`src/rtl/cmpmov_pkg.sv`:
```
package cmpmov_pkg;
    localparam int DATA_W = 64;
    localparam int LIT_W  = 8;
    localparam int OP_W   = 4;

    // compare opcodes (op[3] == 0)
    localparam logic [OP_W-1:0] OP_EQ  = 4'd0;
    localparam logic [OP_W-1:0] OP_LTS = 4'd1;
    localparam logic [OP_W-1:0] OP_LES = 4'd2;
    localparam logic [OP_W-1:0] OP_LTU = 4'd3;
    localparam logic [OP_W-1:0] OP_LEU = 4'd4;

    // conditional-move tests, selected by op[2:0] when op[3] == 1
    localparam logic [2:0] MV_EQZ = 3'd0;
    localparam logic [2:0] MV_NEZ = 3'd1;
    localparam logic [2:0] MV_LTZ = 3'd2;
    localparam logic [2:0] MV_GEZ = 3'd3;
    localparam logic [2:0] MV_LEZ = 3'd4;
    localparam logic [2:0] MV_GTZ = 3'd5;
    localparam logic [2:0] MV_LBS = 3'd6;
    localparam logic [2:0] MV_LBC = 3'd7;
endpackage

```
`src/rtl/cmpmov_opnd_sel.sv`:
```
module cmpmov_opnd_sel #(
    parameter int DW = cmpmov_pkg::DATA_W,
    parameter int LW = cmpmov_pkg::LIT_W
) (
    input  logic [DW-1:0] reg_val,
    input  logic [LW-1:0] lit_val,
    input  logic          use_lit,
    output logic [DW-1:0] opnd
);
    localparam int PAD_W = DW - LW;

    logic [DW-1:0] lit_ext;

    generate
        if (PAD_W > 0) begin : g_pad
            assign lit_ext = {{PAD_W{1'b0}}, lit_val};
        end else begin : g_nopad
            assign lit_ext = lit_val[DW-1:0];
        end
    endgenerate

    always_comb begin
        opnd = use_lit ? lit_ext : reg_val;
    end
endmodule

```
`src/rtl/cmpmov_cmp_core.sv`:
```
module cmpmov_cmp_core #(
    parameter int DW = cmpmov_pkg::DATA_W
) (
    input  logic [DW-1:0] a,
    input  logic [DW-1:0] b,
    input  logic [2:0]    sel,
    output logic          hit
);
    import cmpmov_pkg::*;

    logic [DW:0] diff;
    logic        eq;
    logic        lt_u;
    logic        lt_s;

    always_comb begin
        // one shared subtractor: borrow gives unsigned less-than
        diff = {1'b0, a} - {1'b0, b};
        eq   = (a == b);
        lt_u = diff[DW];
        lt_s = (a[DW-1] != b[DW-1]) ? a[DW-1] : lt_u;
        unique case ({1'b0, sel})
            OP_EQ:   hit = eq;
            OP_LTS:  hit = lt_s;
            OP_LES:  hit = lt_s | eq;
            OP_LTU:  hit = lt_u;
            OP_LEU:  hit = lt_u | eq;
            default: hit = 1'b0;
        endcase
    end
endmodule

```
`src/rtl/cmpmov_cond_eval.sv`:
```
module cmpmov_cond_eval #(
    parameter int DW = cmpmov_pkg::DATA_W
) (
    input  logic [DW-1:0] a,
    input  logic [2:0]    cond,
    output logic          hit
);
    import cmpmov_pkg::*;

    logic zero;
    logic neg;

    always_comb begin
        zero = (a == '0);
        neg  = a[DW-1];
        unique case (cond)
            MV_EQZ:  hit = zero;
            MV_NEZ:  hit = ~zero;
            MV_LTZ:  hit = neg;
            MV_GEZ:  hit = ~neg;
            MV_LEZ:  hit = neg | zero;
            MV_GTZ:  hit = ~neg & ~zero;
            MV_LBS:  hit = a[0];
            default: hit = ~a[0];
        endcase
    end
endmodule

```
`src/rtl/cmpmov_unit.sv`:
```
module cmpmov_unit #(
    parameter int DATA_W = cmpmov_pkg::DATA_W,
    parameter int LIT_W  = cmpmov_pkg::LIT_W,
    parameter int OP_W   = cmpmov_pkg::OP_W
) (
    input  logic              clk,
    input  logic              rst_n,
    input  logic              valid_i,
    input  logic [OP_W-1:0]   op_i,
    input  logic [DATA_W-1:0] a_i,
    input  logic [DATA_W-1:0] b_i,
    input  logic [LIT_W-1:0]  lit_i,
    input  logic              use_lit_i,
    output logic              valid_o,
    output logic              we_o,
    output logic [DATA_W-1:0] res_o
);
    import cmpmov_pkg::*;

    typedef struct packed {
        logic              valid;
        logic              we;
        logic [DATA_W-1:0] res;
    } stage_t;

    stage_t            out_d;
    stage_t            out_q;
    logic [DATA_W-1:0] b_eff;
    logic              cmp_hit;
    logic              mv_hit;

    cmpmov_opnd_sel #(.DW(DATA_W), .LW(LIT_W)) u_sel (
        .reg_val (b_i),
        .lit_val (lit_i),
        .use_lit (use_lit_i),
        .opnd    (b_eff)
    );

    cmpmov_cmp_core #(.DW(DATA_W)) u_cmp (
        .a   (a_i),
        .b   (b_eff),
        .sel (op_i[2:0]),
        .hit (cmp_hit)
    );

    cmpmov_cond_eval #(.DW(DATA_W)) u_cond (
        .a    (a_i),
        .cond (op_i[2:0]),
        .hit  (mv_hit)
    );

    always_comb begin
        out_d = '0;
        if (valid_i) begin
            out_d.valid = 1'b1;
            if (op_i[OP_W-1]) begin
                out_d.we  = mv_hit;
                out_d.res = b_eff;
            end else if (op_i <= OP_LEU) begin
                out_d.we  = 1'b1;
                out_d.res = {{(DATA_W-1){1'b0}}, cmp_hit};
            end
        end
    end

    always_ff @(posedge clk or negedge rst_n) begin
        if (!rst_n) begin
            out_q <= '0;
        end else begin
            out_q <= out_d;
        end
    end

    assign valid_o = out_q.valid;
    assign we_o    = out_q.we;
    assign res_o   = out_q.res;

    p_latency_r2: assert property (@(posedge clk) disable iff (!rst_n)
        valid_i |=> valid_o);
    p_idle_quiet_r2: assert property (@(posedge clk) disable iff (!rst_n)
        !valid_i |=> (!valid_o && !we_o && res_o == '0));
    p_cmp_bool_r6: assert property (@(posedge clk) disable iff (!rst_n)
        (valid_i && !op_i[OP_W-1] && op_i <= OP_LEU) |=> (we_o && res_o[DATA_W-1:1] == '0));
    p_mv_data_r9: assert property (@(posedge clk) disable iff (!rst_n)
        (valid_i && op_i[OP_W-1]) |=>
            res_o == $past(use_lit_i ? {{(DATA_W-LIT_W){1'b0}}, lit_i} : b_i));
    p_mv_eqz_r7: assert property (@(posedge clk) disable iff (!rst_n)
        (valid_i && op_i == {1'b1, MV_EQZ}) |=> (we_o == ($past(a_i) == '0)));
    p_mv_lbs_r8: assert property (@(posedge clk) disable iff (!rst_n)
        (valid_i && op_i == {1'b1, MV_LBS}) |=> (we_o == $past(a_i[0])));
    p_reserved_r11: assert property (@(posedge clk) disable iff (!rst_n)
        (valid_i && !op_i[OP_W-1] && op_i > OP_LEU) |=> (valid_o && !we_o && res_o == '0));
    p_reset_r1: assert property (@(posedge clk)
        !rst_n |-> (!valid_o && !we_o && res_o == '0));
endmodule

```
`config.mk`:
```
export PLATFORM = sky130hd
export DESIGN_NAME = cmpmov_unit
export DESIGN_NICKNAME = d
export VERILOG_FILES = /design/src/rtl/cmpmov_pkg.sv /design/src/rtl/cmpmov_opnd_sel.sv /design/src/rtl/cmpmov_cmp_core.sv /design/src/rtl/cmpmov_cond_eval.sv /design/src/rtl/cmpmov_unit.sv
export SDC_FILE = /design/constraint.sdc
export NUM_CORES = 1
export LEC_CHECK = 0
export CAP_MARGIN = 20
export CORE_MARGIN = 2
export CORE_UTILIZATION = 43
export CTS_BUF_LIST = sky130_fd_sc_hd__clkbuf_8
export DETAILED_ROUTE_END_ITERATION = 10
export PLACE_DENSITY_LB_ADDON = 0.3
export RECOVER_POWER = 50
export SLEW_MARGIN = 20
export SYNTH_ARGS = -nofsm -noshare
export SYNTH_HDL_FRONTEND = slang
export SYNTH_HIERARCHICAL = 1
export SYNTH_SLANG_ARGS = --single-unit
```
`constraint.sdc`:
```
create_clock -name clk -period 0.8 [get_ports clk]
set_clock_uncertainty 0.2 [all_clocks]
set_input_delay 0.16 -clock clk [delete_from_list [all_inputs] [get_ports clk]]
set_output_delay 0.16 -clock clk [all_outputs]
set_load 0.01 [all_outputs]
```
* Yosys cells after proc, flatten, opt, wreduce, memory -nomap -nowiden
Cells that the tools add are included.
Word-level totals: bits in registers 66, input bits 144, output and inout port bits 66, word-level logic and storage cells 29
Operators by class: add/sub/neg operators 1, magnitude comparators 1, equality and inequality tests 8, multiplexer cells 7, bitwise gates (word level) 7, reduce and logical (&&, ||, !) cells 2
Operators with widths (count):
- 65-bit 2-to-1 mux | 2
- 66-bit 2-to-1 mux | 1
- 64-bit by 64-bit subtractor with 65-bit output | 1
- 64-bit equality test | 1
- 64-bit zero test | 1
- 64-bit 2-to-1 mux | 1
- 3-bit equality test (second input constant) | 3
- 1-bit case mux with 7 select lines | 1
- 3-bit by 2-bit equality test with 1-bit output (second input constant) | 2
- 1-bit case mux with 5 select lines | 1
- 4-bit by 3-bit <= comparator with 1-bit output (second input constant) | 1
- 3-bit by 1-bit equality test with 1-bit output (second input constant) | 1
- 3-bit zero test | 1
- 1-bit NOT | 3
- 1-bit OR | 3
- 1-bit AND | 1
- 1-bit 2-to-1 mux | 1
- 1-bit inequality test | 1

* Longest topological paths before layout
depth after elaboration 8, mapped depth 14, gate-level depth less buffers 12

* Cells and area by module
Netlist, hierarchy kept.
Modules (own cells, without submodules):
- cmpmov_unit | times used 1, cells an instance 148, area an instance 2230.9 um2, seq. area each 1651.6 um2
- cmpmov_cmp_core | times used 1, cells an instance 241, area an instance 1707.9 um2, seq. area each 0.0 um2
- cmpmov_opnd_sel | times used 1, cells an instance 71, area an instance 511.7 um2, seq. area each 0.0 um2
- cmpmov_cond_eval | times used 1, cells an instance 25, area an instance 181.4 um2, seq. area each 0.0 um2

* Worst setup path before layout
OpenSTA, ideal clock, no wires.
path kind input to register, start point input port use_lit_i, end point register out_q (netlist bit res_o[0]), setup time 0.122 ns, data arrival time 2.766 ns, data required time 0.478 ns, slack -2.287 ns, stages on the path 13, buffers on the path 2, cell sequence buf_6 buf_2 nor2b_1 inv_1 ha_1 nand4_1 or4_4 or3b_1 o311ai_1 or4_1 a21oi_2 and3b_1 a32o_1
RTL lines:
- from (decl) | line cmpmov_unit.sv:13 | input logic use_lit_i,
- to (signal assigned) | line cmpmov_unit.sv:70 | out_q <= out_d;
- to (decl) | line cmpmov_unit.sv:27 | stage_t out_q;

==> results.md <==
- The flow ran to the end, but the final reports show violations.
- The checks that failed: negative hold slack, negative setup slack.
- At the pin with the least slew margin, the transition time is 0.3457 ns.
- The floorplan step set the die height to 107.8 um.
- The number of H-tree levels is 3.
- For this run, design rule violations remaining after detail routing come to 0.
- Global routing used 33.06% of the available tracks across all layers.
- The via density per instance is 5.544.
- The total via count after detailed routing is 5178.
- The global route total overflow is 0.
- Per report_power, the sequential group accounts for 36.3% of the total.
- The number of buffers on the longest clock path is 2.
- The compound-gate portion of the synthesized area is 8.077%.
- The post-layout minimum cycle time is 2.932 ns.
- The clock net sink count is 66.
- Counting distinct cell types in the post-synthesis netlist gives 50.
- The final net count is 1000.
- The routed design has 20100 um of wire.
- The via count of the first global-routing pass came to 5696.
- The post-DP HPWL is 12220 um.
- The share of post-route cells with drive strength above 1 is 51.69%.
- The floorplan step defined a die boundary enclosing 0.01162 sq mm.
- The synthesized netlist devotes 17.29% of its cell area to adder and majority cells.
- Input and output buffers added on the ports amount to 209.
- The simple-gate share of the synthesized area is 27.61%.
- The number of cell rows is 37.
- The count of nets left with antenna violations once routing finished came out at 0.
- Setup repair after global routing could not meet its margin everywhere.
- Summing the areas of all xor and xnor instances in the mapped netlist gives 0.1891% of the synthesized area.
- Of the total power, combinational logic draws 37.7%.
- A synthesized cell averages 9.550 sq um.
- Data arrives at the worst endpoint at 3.03 ns.
- The cell chosen for the clock root is clkbuf_8.
- Summing every instance area after synthesis gives 0.004632 sq mm.
- The worst stage delay on the critical path is 0.52 ns.
- After layout, the worst path uses 366.5% of the clock period.
- The number of buffers and inverters on the critical path is 3.
- The top cell family by delay on the critical path is compound AO/OA/AOI/OAI gates.
- The routability congestion estimate from global placement is 0.8580.
- The area of all placed cells without fillers is 0.008637 sq mm.
- For the final routed database, the setup TNS stands at -30.94 ns.
- The hold violation total from the final report was 3.
- In this run the standard cell core region covers 0.01037 sq mm.
- The number of synthesized flops with an enable pin is 0.
- Synthesis produced a netlist with a net count of 693.
- The worst slack after detailed placement is -2.698 ns.
- Once the floorplan was initialized, standard cells occupied 44.67% of the core.
- On the final layout, the worst hold slack is -0.03625 ns.
- The worst-case vdd ir drop is 738.1 uV.
- STA classifies the critical path startpoint as an input port.
- The first global-routing pass estimated 29120 um of wire.
- The remaining max-slew budget at the tightest pin is 76.71%.
- The min-delay analysis places its worst path in the category input port to flop.
- Across all setup checks in the final design, the least slack found is -2.132 ns.
- Compared with the post-synthesis result, the final layout area differs by 86.47%.
- Clock-pin slew was measured on the worst setup and hold paths at 0.08 ns.
- The post-synthesis sequential element count is 66.
- The dominant synthesized flop cell is dfrtp_1.
- In this run the static leakage power is 4.510 nW.
- Once layout is complete, the utilization of the core stands at 83.29%.
- The CTS tree is built.
- The total count of max-transition violations in the final report was 0.
- The fmax is 341.1 MHz.
- Setup violations remaining at the end of the flow were counted as 85.
- The slowest stage of the critical path belongs to the cell or4_1.
- The horizontal die dimension is 107.8 um.
- The worst setup path is captured at a flop.
- The count of maximum capacitance violations is 0.
- Walking the worst path, the cells encountered are buf_16 > buf_12 > mux2_4 > inv_2 > ha_4 > nor2b_1 > o21ai_1 > nand2_1 > a221o_1 > o311a_1 > or4_1 > a21oi_2 > and3b_1 > a32o_2.
- In the final routed layout, each cell accounts on average for 21.52 um.
- The share of synthesized flip-flops with an asynchronous set or reset is 100.0%.
- The area after detailed placement is 0.007411 sq mm.
- Along the worst path, the maximum fanout reaches 5.
- The hold-fix buffer count after cts is 1.
- 210 I/O pins were placed.
- The number of iterations in the first detailed-routing pass is 5.
- During synthesis, Yosys emitted a total of 6 warnings.
- The class of the most critical setup path is input port to flop.
- The number of instances in the synthesized netlist is 485.
- The sequential-to-total area share from yosys stat is 35.66%.
- The clock network is responsible for 26.0% of the overall power.
- Multiplexer cells account for 2.485% of the synthesized area.
- The number of clock buffers added by TritonCTS is 9.
- The main combinational cell family by area after synthesis is simple AND/OR/NAND/NOR gates.
- The analysis attributes to net switching a power of 3.031 mW.
- The internal power of the cells totals 6.527 mW.
- The number of violations reported at the end of detailed-routing iteration 0 is 405.
- The pin count of the biggest net entering global routing is 57.
- The critical path required time is 0.89 ns.
- The power per unit of standard cell area is 1107 mW/mm^2.
- The switching share of total power is 31.71%.
- The number of antenna violations at the first check in global routing is 1.
==> state kept, by name, summed over array words and instances (netlist names) <==
signal and flops:
res_o 64, valid_o 1, we_o 1
==> kinds of logic after synthesis <==
group                      after synthesis
muxes                                    9
buffers and inverters                   86
DFF                                     66
AOI/OAI and AO/OA                       57
adders and majority gates               64
xor gates and xnor gates                 1
and+or+nand+nor                        202
==> what timing repair did <==
action,in CTS,in global routing
gates cloned,6,0
pin swaps,74,34
setup endpoints to repair,131,81
endpoints found under the hold margin,71,3
gates resized for setup,666,86
setup buffers,35,11
==> worst paths after layout <==
path | from | to | slack (ns) | cells after the start
setup / recovery | use_lit_i | res_o[0] | -2.13 | 14
hold / removal | valid_i | we_o | -0.04 | 2
max in group asynchronous | rst_n | res_o[2] | 0.02 | 3
min in group asynchronous | rst_n | res_o[60] | 0.17 | 3
==> layer usage <==
metal / up-vias / GRT usage, % / wire length [um]
met1: 2495 / 36.94 / 7525
met5: - / 0 / 0
met4: 0 / 15.93 / 893
li1: 2318 / - / -
met2: 288 / 60.11 / 10400
met3: 77 / 5.932 / 1287
==> power groups by stage <==
stage | clock network, mW | registers [mW] | logic, mW
floorplan | 0 | 3.58 | 1.10
global placement | 0 | 3.53 | 2.68
detailed placement | 0 | 3.52 | 2.79
CTS | 2.47 | 3.46 | 3.38
global route | 2.66 | 3.47 | 3.84
finish | 2.48 | 3.47 | 3.61
==> cell usage in the layout, fill, tap and decap left out, types with 16 or more instances in the layout <==
cell           Yosys  routed
nand4_1           16      16
inv_2              0      26
dlygate4sd2_1      0      87
buf_4              1      80
and3_2            30      21
and3_1            33      23
nor2b_4            0      46
and3_4             0      19
ha_4               0      29
inv_1             65      42
ha_1              64      35
clkbuf_2           4      18
a21oi_1           26      24
buf_2              6      63
buf_6              7      26
dfrtp_1           66      66
nand2_1           16      16
==> per-stage QoR <==
stage / std cells / total power, mW
2_1_floorplan: 485 / 4.680
3_3_place_gp: 883 / 6.206
3_5_place_dp: 883 / 6.318
4_1_cts: 941 / 9.313
5_1_grt: 934 / 9.971
6_report: 934 / 9.558
==> area by class of cell <==
cell class                 count  area [sq um]
multi-input combinational    333          3669
clock buffer                  10         137.6
fill                         554          1733
inverter                      65         244.0
tap                          136         170.2
antenna                        1         2.502
timing repair buffer         317          2736
sequential                    66          1652
clock inverter                 6         26.28
==> cell usage after synthesis (3+ instances only) <==
cell       n  area, sq um
dfrtp_1   66         1652
inv_1     65        244.0
ha_1      64        800.8
nor2b_1   55        344.1
and3_1    33        206.5
and3_2    30        225.2
a21oi_1   26        130.1
nand2_1   16        60.06
nand4_1   16        100.1
nor4_1    15        93.84
nand3_1    8        40.04
buf_6      7        78.83
nor2_1     7        26.28
buf_2      6        30.03
a211oi_1   5        37.54
a21o_1     5        37.54
nor3_1     5        25.02
and2b_1    4        30.03
clkbuf_2   4        20.02
mux2_2     4        45.04
mux2_4     4        60.06
o21ai_0    4        20.02
or4_1      3        22.52
Power figures use the tool's default switching activity.
